### config.mk
export PLATFORM = sky130hd
export DESIGN_NAME = ipi_wake_seq
export DESIGN_NICKNAME = d
export VERILOG_FILES = /design/src/rtl/ipi_seq_pkg.sv /design/src/rtl/ipi_req_check.sv /design/src/rtl/ipi_delay_timer.sv /design/src/rtl/ipi_cmd_fmt.sv /design/src/rtl/ipi_wake_seq.sv
export SDC_FILE = /design/constraint.sdc
export NUM_CORES = 1
export LEC_CHECK = 0
export CAP_MARGIN = 30
export CORE_AREA = 4 4 78 87
export DETAILED_ROUTE_END_ITERATION = 6
export DIE_AREA = 0 0 82 91
export GPL_TIMING_DRIVEN = 0
export PLACE_DENSITY = 0.83
export SLEW_MARGIN = 20
export SYNTH_ARGS = -nofsm -noshare
export SYNTH_HDL_FRONTEND = slang
export SYNTH_SLANG_ARGS = --single-unit
### constraint.sdc
create_clock -name clk -period 1.6 [get_ports clk]
set_input_delay 0.32 -clock clk [delete_from_list [all_inputs] [get_ports clk]]
set_output_delay 0.32 -clock clk [all_outputs]
set_load 0.03 [all_outputs]
### src/rtl/ipi_seq_pkg.sv
package ipi_seq_pkg;

   typedef enum logic [2:0] {
      S_IDLE, S_HI, S_LO, S_POLL, S_WAIT, S_DONE, S_ERR
   } seq_state_t;

   typedef enum logic [1:0] {
      M_INIT, M_SU1, M_SU2
   } msg_t;

   localparam logic [2:0] DM_INIT    = 3'b101;
   localparam logic [2:0] DM_STARTUP = 3'b110;
   localparam logic [1:0] SH_NONE    = 2'b00;
   localparam logic [1:0] SH_OTHERS  = 2'b11;

   localparam int DM_LSB   = 8;
   localparam int LVL_BIT  = 14;
   localparam int SH_LSB   = 18;
   localparam int DEST_LSB = 24;

   function automatic logic [31:0] pack_cmd(input logic [2:0] dm,
                                            input logic [7:0] vec,
                                            input logic       others);
      logic [31:0] w;
      w = '0;
      w[7:0]              = vec;
      w[DM_LSB +: 3]      = dm;
      w[LVL_BIT]          = 1'b1;
      w[SH_LSB +: 2]      = others ? SH_OTHERS : SH_NONE;
      return w;
   endfunction

endpackage

### src/rtl/ipi_req_check.sv
module ipi_req_check #(
   parameter int TGT_W      = 32,
   parameter int ADDR_W     = 32,
   parameter int DEST_W     = 8,
   parameter int ALIGN_BITS = 12,
   parameter int LIMIT_BITS = 20
) (
   input  logic [TGT_W-1:0]  tgt_i,
   input  logic [ADDR_W-1:0] addr_i,
   input  logic              bcast_i,
   output logic              ok_o,
   output logic [7:0]        vec_o,
   output logic [DEST_W-1:0] dest_o
);
   localparam int KEEP_W = (TGT_W < DEST_W) ? TGT_W : DEST_W;

   logic id_fits;
   logic addr_low;
   logic addr_aligned;

   initial begin
      assert (ADDR_W >= LIMIT_BITS && LIMIT_BITS >= ALIGN_BITS + 8)
         else $error("address parameters inconsistent");
   end

   generate
      if (TGT_W > DEST_W) begin : g_wide_id
         assign id_fits = (tgt_i[TGT_W-1:DEST_W] == '0);
      end else begin : g_narrow_id
         assign id_fits = 1'b1;
      end

      if (ADDR_W > LIMIT_BITS) begin : g_wide_addr
         assign addr_low = (addr_i[ADDR_W-1:LIMIT_BITS] == '0);
      end else begin : g_exact_addr
         assign addr_low = 1'b1;
      end
   endgenerate

   assign addr_aligned = (addr_i[ALIGN_BITS-1:0] == '0);
   assign ok_o   = addr_low && addr_aligned && (bcast_i || id_fits);
   assign vec_o  = addr_i[ALIGN_BITS +: 8];

   always_comb begin
      dest_o = '0;
      if (!bcast_i) dest_o[KEEP_W-1:0] = tgt_i[KEEP_W-1:0];
   end
endmodule

### src/rtl/ipi_delay_timer.sv
module ipi_delay_timer #(
   parameter int CNT_W = 14
) (
   input  logic             clk,
   input  logic             rst_n,
   input  logic             load_i,
   input  logic [CNT_W-1:0] load_val_i,
   output logic             expired_o
);
   logic [CNT_W-1:0] cnt_q;

   always_ff @(posedge clk) begin
      if (!rst_n)            cnt_q <= '0;
      else if (load_i)       cnt_q <= load_val_i;
      else if (cnt_q != '0)  cnt_q <= cnt_q - 1'b1;
   end

   assign expired_o = (cnt_q == '0);
endmodule

### src/rtl/ipi_cmd_fmt.sv
module ipi_cmd_fmt
   import ipi_seq_pkg::*;
#(
   parameter int DEST_W = 8
) (
   input  msg_t              msg_i,
   input  logic [7:0]        vec_i,
   input  logic [DEST_W-1:0] dest_i,
   input  logic              bcast_i,
   output logic [31:0]       hi_o,
   output logic [31:0]       lo_o
);
   always_comb begin
      hi_o = '0;
      hi_o[DEST_LSB +: DEST_W] = dest_i;
      if (msg_i == M_INIT) lo_o = pack_cmd(DM_INIT, 8'h00, bcast_i);
      else                 lo_o = pack_cmd(DM_STARTUP, vec_i, bcast_i);
   end
endmodule

### src/rtl/ipi_wake_seq.sv
module ipi_wake_seq
   import ipi_seq_pkg::*;
#(
   parameter int CLK_MHZ = 50,
   parameter int INIT_US = 10,
   parameter int SU_US   = 200,
   parameter int TGT_W   = 32,
   parameter int ADDR_W  = 32
) (
   input  logic              clk,
   input  logic              rst_n,
   input  logic              start_i,
   input  logic [TGT_W-1:0]  target_i,
   input  logic              bcast_i,
   input  logic [ADDR_W-1:0] su_addr_i,
   input  logic              dlv_busy_i,
   output logic              reg_we_o,
   output logic              reg_sel_hi_o,
   output logic [31:0]       reg_wdata_o,
   output logic              busy_o,
   output logic              done_o,
   output logic              err_o
);
   localparam int DEST_W   = 8;
   localparam int INIT_CYC = CLK_MHZ * INIT_US;
   localparam int SU_CYC   = CLK_MHZ * SU_US;
   localparam int MAX_CYC  = (INIT_CYC > SU_CYC) ? INIT_CYC : SU_CYC;
   localparam int CNT_W    = $clog2(MAX_CYC + 1);
   localparam logic [CNT_W-1:0] INIT_LD = CNT_W'(INIT_CYC - 1);
   localparam logic [CNT_W-1:0] SU_LD   = CNT_W'(SU_CYC - 1);

   initial begin
      assert (CLK_MHZ > 0 && INIT_US > 0 && SU_US > 0)
         else $error("delays must be at least one cycle");
   end

   seq_state_t        state_q;
   msg_t              msg_q;
   logic [7:0]        vec_q;
   logic [DEST_W-1:0] dest_q;
   logic              bc_q;

   logic              req_ok;
   logic [7:0]        req_vec;
   logic [DEST_W-1:0] req_dest;
   logic              tmr_load;
   logic [CNT_W-1:0]  tmr_val;
   logic              tmr_expired;
   logic [31:0]       hi_word;
   logic [31:0]       lo_word;

   ipi_req_check #(
      .TGT_W(TGT_W), .ADDR_W(ADDR_W), .DEST_W(DEST_W),
      .ALIGN_BITS(12), .LIMIT_BITS(20)
   ) u_check (
      .tgt_i(target_i), .addr_i(su_addr_i), .bcast_i(bcast_i),
      .ok_o(req_ok), .vec_o(req_vec), .dest_o(req_dest)
   );

   ipi_delay_timer #(.CNT_W(CNT_W)) u_timer (
      .clk(clk), .rst_n(rst_n), .load_i(tmr_load),
      .load_val_i(tmr_val), .expired_o(tmr_expired)
   );

   ipi_cmd_fmt #(.DEST_W(DEST_W)) u_fmt (
      .msg_i(msg_q), .vec_i(vec_q), .dest_i(dest_q), .bcast_i(bc_q),
      .hi_o(hi_word), .lo_o(lo_word)
   );

   assign tmr_load = (state_q == S_POLL) && !dlv_busy_i && (msg_q != M_SU2);
   assign tmr_val  = (msg_q == M_INIT) ? INIT_LD : SU_LD;

   always_ff @(posedge clk) begin
      if (!rst_n) begin
         state_q <= S_IDLE;
         msg_q   <= M_INIT;
         vec_q   <= '0;
         dest_q  <= '0;
         bc_q    <= 1'b0;
      end else begin
         case (state_q)
            S_IDLE: if (start_i) begin
               if (req_ok) begin
                  state_q <= S_HI;
                  msg_q   <= M_INIT;
                  vec_q   <= req_vec;
                  dest_q  <= req_dest;
                  bc_q    <= bcast_i;
               end else begin
                  state_q <= S_ERR;
               end
            end
            S_HI:   state_q <= S_LO;
            S_LO:   state_q <= S_POLL;
            S_POLL: if (!dlv_busy_i) begin
               state_q <= (msg_q == M_SU2) ? S_DONE : S_WAIT;
            end
            S_WAIT: if (tmr_expired) begin
               state_q <= S_HI;
               msg_q   <= (msg_q == M_INIT) ? M_SU1 : M_SU2;
            end
            default: state_q <= S_IDLE;
         endcase
      end
   end

   assign reg_we_o     = (state_q == S_HI) || (state_q == S_LO);
   assign reg_sel_hi_o = (state_q == S_HI);
   assign reg_wdata_o  = (state_q == S_HI) ? hi_word :
                         (state_q == S_LO) ? lo_word : 32'h0;
   assign busy_o = (state_q != S_IDLE) && (state_q != S_DONE) && (state_q != S_ERR);
   assign done_o = (state_q == S_DONE);
   assign err_o  = (state_q == S_ERR);

   // a command-word write is always preceded by a destination write
   a_r4_lo_follows_hi: assert property (@(posedge clk) disable iff (!rst_n)
      (reg_we_o && !reg_sel_hi_o) |-> $past(reg_we_o && reg_sel_hi_o));

   // destination word carries nothing below the ID field
   a_r4_hi_clean: assert property (@(posedge clk) disable iff (!rst_n)
      (reg_we_o && reg_sel_hi_o) |-> (reg_wdata_o[23:0] == 24'h0));

   // status still pending keeps the block polling with no write
   a_r6_poll_hold: assert property (@(posedge clk) disable iff (!rst_n)
      (state_q == S_POLL && dlv_busy_i) |=> (state_q == S_POLL && !reg_we_o));

   // done is a single-cycle pulse, exclusive with busy
   a_r11_done_pulse: assert property (@(posedge clk) disable iff (!rst_n)
      done_o |=> !done_o);
   a_r11_done_not_busy: assert property (@(posedge clk) disable iff (!rst_n)
      !(done_o && busy_o));

   // an error cycle follows an idle cycle and writes nothing
   a_r2_err_clean: assert property (@(posedge clk) disable iff (!rst_n)
      err_o |-> (!reg_we_o && $past(state_q == S_IDLE && start_i)));

   // broadcast uses the all-but-self shorthand on every command word
   a_r10_shorthand: assert property (@(posedge clk) disable iff (!rst_n)
      (reg_we_o && !reg_sel_hi_o && bc_q) |-> (reg_wdata_o[19:18] == 2'b11));
endmodule

==> summary.md <==
| Metric | Value |
|---|---|
| Port Buffer Count | `95` |
| Die area | `0.00746 mm^2` |
| CTS root buf | `clkbuf_8` |
| Die W | `between 80 and 90 um` |
| # rows | `29` |
| Slew Limit Fails | `0` |
| Max H-tree Level | `2` |
| Die H | `between 90 and 100 um` |
| Sw Ratio | `0.412` |
| Comb power frac | `0.603` |
| Share of cells above drive strength 1 | `0.482` |
| Synth top area cells | `dfxtp_1 34%, mux2i_1 7.9%, nand2_1 6.8%, and2_1 5.5%, nor4_1 4.7%` |
| Worst hold stages | `2` |
| CP bufs+invs | `2` |
| Endpoints failing setup | `57` |
| Max Cap Viol | `0` |
| Share of the synthesized area in the top cell type | `0.335` |
| Hold Crit Class | `flip-flop to flip-flop` |
| Global-route wire length before repair | `between 10 and 15 mm` |
| CTS tree | `done` |
| Max VDD drop | `0.679 mV` |
| Skew final | `between 0.005 and 0.006 ns` |
| Nets | `around 480` |
| CP max stage cell | `or3b_4` |
| Kind of critical path | `flip-flop to output pin` |
| Worst endpoint data arrival time | `~1.6 ns` |
| Crit-path cells | `or3b_4 -> buf_4 -> nor3_4 -> buf_6` |
| Initial Utilization | `0.370` |
| WL per Instance | `17.4 um` |
| Main synth FF type | `dfxtp_1` |
| Total track usage | `0.186` |
| Drt total wl | `roughly 8.5 mm` |
| Synth cell types | `between 40 and 50` |
| Critical Path Max Stage Delay | `about 0.47 ns` |
| Worst hold start | `dest_q[1]$_SDFFE_PN0P_` |
| Setup slack, reg-to-reg | `-0.24 ns` |
| Placed Area | `roughly 0.0033 mm^2` |
| DRC violations left | `0` |
| Total power | `around 5.3 mW` |
| DRT Pass-1 Iters | `4` |
| Placed insts | `roughly 440` |
| Setup WS pre-CTS | `-0.753 ns` |
| Aggregate global routing overflow | `0` |
| Vias post-DR | `2606` |
| Final Util | `0.712` |
| Clk buf depth | `2` |
| Max Fclk | `509 MHz` |
| Cts bufs inserted | `5` |
| Register area share after synthesis | `0.335` |
| Final HPWL DP | `4.84 mm` |
| Switch Pwr | `2.19 mW` |
| Ys Warns | `0` |
| Clock Latency Late Sink | `approximately 0.3 ns` |
| Number of synthesized flops with an enable pin | `0` |
| Syn-to-layout area delta | `92.4%` |
| Hold Path End | `dest_q[1]$_SDFFE_PN0P_` |
| Final hold vios | `0` |
| Final worst path period share | `1.23` |
| ANT nets after route | `0` |
| Critical R2R Launch | `state_q[1]$_SDFFE_PN0P_` |
| Clock network power share | `0.151` |
| Cell area after layout | `~0.0041 mm^2` |
| Crit Path Max Fanout | `5` |
| Largest net degree at the start of global routing | `13` |
| RSZ-0062 raised after global routing | `true` |
| Final worst slack | `-0.365 ns` |
| Post-layout min period | `~2 ns` |
| CP Capture Type | `output pin` |
| Synthesized area | `0.00215 mm^2` |
| GPL Wtd Cong | `0.860` |
| Part of the power in registers | `0.246` |
| Worst reg-to-reg path cell count | `7` |
| Vias per inst | `5.34` |
| CP Launch Type | `flip-flop` |
| Failing checks | `setup timing` |
| Crit-path leading delay family | `simple AND/OR/NAND/NOR gates` |
| Worst R2R End | `u_timer.cnt_q[13]$_SDFFE_PN0P_` |
| Boundary pin count | `~110` |
| Clk slew on worst S/H paths | `about 0.070 ns` |
| Status | `complete, but fails checks` |
| N_diodes | `0` |
| Non-Filler Instances | `488` |
| Post-Synthesis Cells | `263` |
| CTS sink count | `36` |
| Async SR Flop Fraction | `0` |
| Core outline area | `0.00581 mm^2` |
| Initial antenna violation count | `0` |
| P_leak | `1.82 nW` |
| Seq cells post-synth | `36` |
| Leading area contributor after synthesis | `dfxtp_1` |
| Iter 0 DRT Violations | `about 180` |
| Pint | `approximately 3.1 mW` |
| CP required | `about 1.3 ns` |
| Syn_area_per_cell | `around 8.2 um^2` |
| Vias in the first global route | `between 2000 and 2500` |
| Power Density | `around 1300 mW/mm^2` |
## cells in the mapped netlist (2+ instances only)
cell type	count
buf_6	2
clkbuf_1	9
nor2_1	14
nor3_1	7
nand3b_1	10
or2_2	2
nand4_1	2
nor4_4	2
and4_1	2
o21ai_0	5
nand2_1	39
or3b_2	2
inv_1	3
xnor2_1	6
a21boi_0	7
nor2b_1	3
nand3_1	10
nor4_1	16
buf_4	12
a21oi_1	7
or3_1	4
dfxtp_1	36
o211ai_1	2
ha_1	2
and2_1	19
mux2i_1	17
a31oi_1	4
nand2b_1	2
xor2_1	3
## state kept, by name, summed over array words and instances (netlist names)
name	count
dest_q	8
vec_q	8
state_q	3
bc_q	1
u_timer.cnt_q	14
msg_q	2
## per-layer routing
layer	track usage	part of all wire	routed length (um)
met5	0	0	0
met1	0.201	0.36	3030
met2	0.332	0.53	4510
met4	0.0900	0.039	329
met3	0.0416	0.073	621
## cell families (layout without fill, tap and decap cells)
kind of cell,Yosys count,count (layout),synth area share
muxes,18,18,0.0844
and+or+nand+nor,137,138,0.354
adders and majority gates,2,2,0.0116
other,1,10,0.00174
xor gates and xnor gates,9,9,0.0367
DFF,36,36,0.335
buffers and inverters,28,166,0.0774
AOI/OAI and AO/OA,32,32,0.0984
## power groups by stage
stage | registers (mW) | logic [mW] | clock network, mW
floorplan | 1.18 | 1.46 | 0
global placement | 1.21 | 2.00 | 0
detailed placement | 1.22 | 2.04 | 0
CTS | 1.25 | 2.31 | 0.803
global route | 1.31 | 3.40 | 0.849
finish | 1.31 | 3.20 | 0.803
## through the flow
stage	hold slack (ns)	setup TNS, ns
2_1_floorplan	0.433	-2.53
3_3_place_gp	0.441	-33.84
3_5_place_dp	0.446	-34.53
4_1_cts	0.457	-13.57
5_1_grt	0.492	-12.57
6_report	0.458	-9.71
## worst reg2reg max path, delay by kind of cell (launching register included)
family	cells	cell delay [ns]
compound gates	2	0.29
buf+inv	3	0.40
flops	1	0.37
simple gates	2	0.65
## cell usage in the layout (no fill, tap or decap), types with 7 or more instances in the layout
cell type,instances
nand3_1,8
buf_2,14
clkdlybuf4s50_1,20
clkdlybuf4s15_1,8
buf_6,45
nand3b_1,10
nand2_1,34
buf_4,37
mux2i_1,17
dlygate4sd2_1,19
and2_4,19
dfxtp_1,25
nor4_4,9
a21oi_1,7
nor2_1,9
nor4_2,7
conb_1,10
## worst max path at each step
stage                                       start                     end  slack [ns]  cells past startpoint
after floorplan                      target_i[27]  dest_q[4]$_SDFFE_PN0P_       -0.14                      7
after CTS                 state_q[1]$_SDFFE_PN0P_          reg_wdata_o[1]       -0.39                      5
after global placement                target_i[9]  dest_q[5]$_SDFFE_PN0P_       -0.73                      8
after global routing      state_q[2]$_SDFFE_PN0P_          reg_wdata_o[8]       -0.42                      4
after detailed placement              target_i[9]   vec_q[4]$_SDFFE_PN0P_       -0.75                      8
final                     state_q[2]$_SDFFE_PN0P_          reg_wdata_o[8]       -0.36                      4
## cell type report
cell class / count / area [um^2]
tap: 77 / 96.3
clock inverter: 3 / 42.5
timing repair buffer: 135 / 1280
inverter: 3 / 20.0
sequential: 36 / 749
clock buffer: 5 / 68.8
multi-input combinational: 209 / 1710
buffer: 20 / 175
fill: 400 / 1670
## repair_timing
action	4_1_cts	5_1_grt
buffers inserted	14	23
endpoints found under the setup margin	63	62
hold buffers	0	0
cloned	2	2
resized for setup	321	100
pin swaps	31	28
Power figures use the tool's default switching activity.
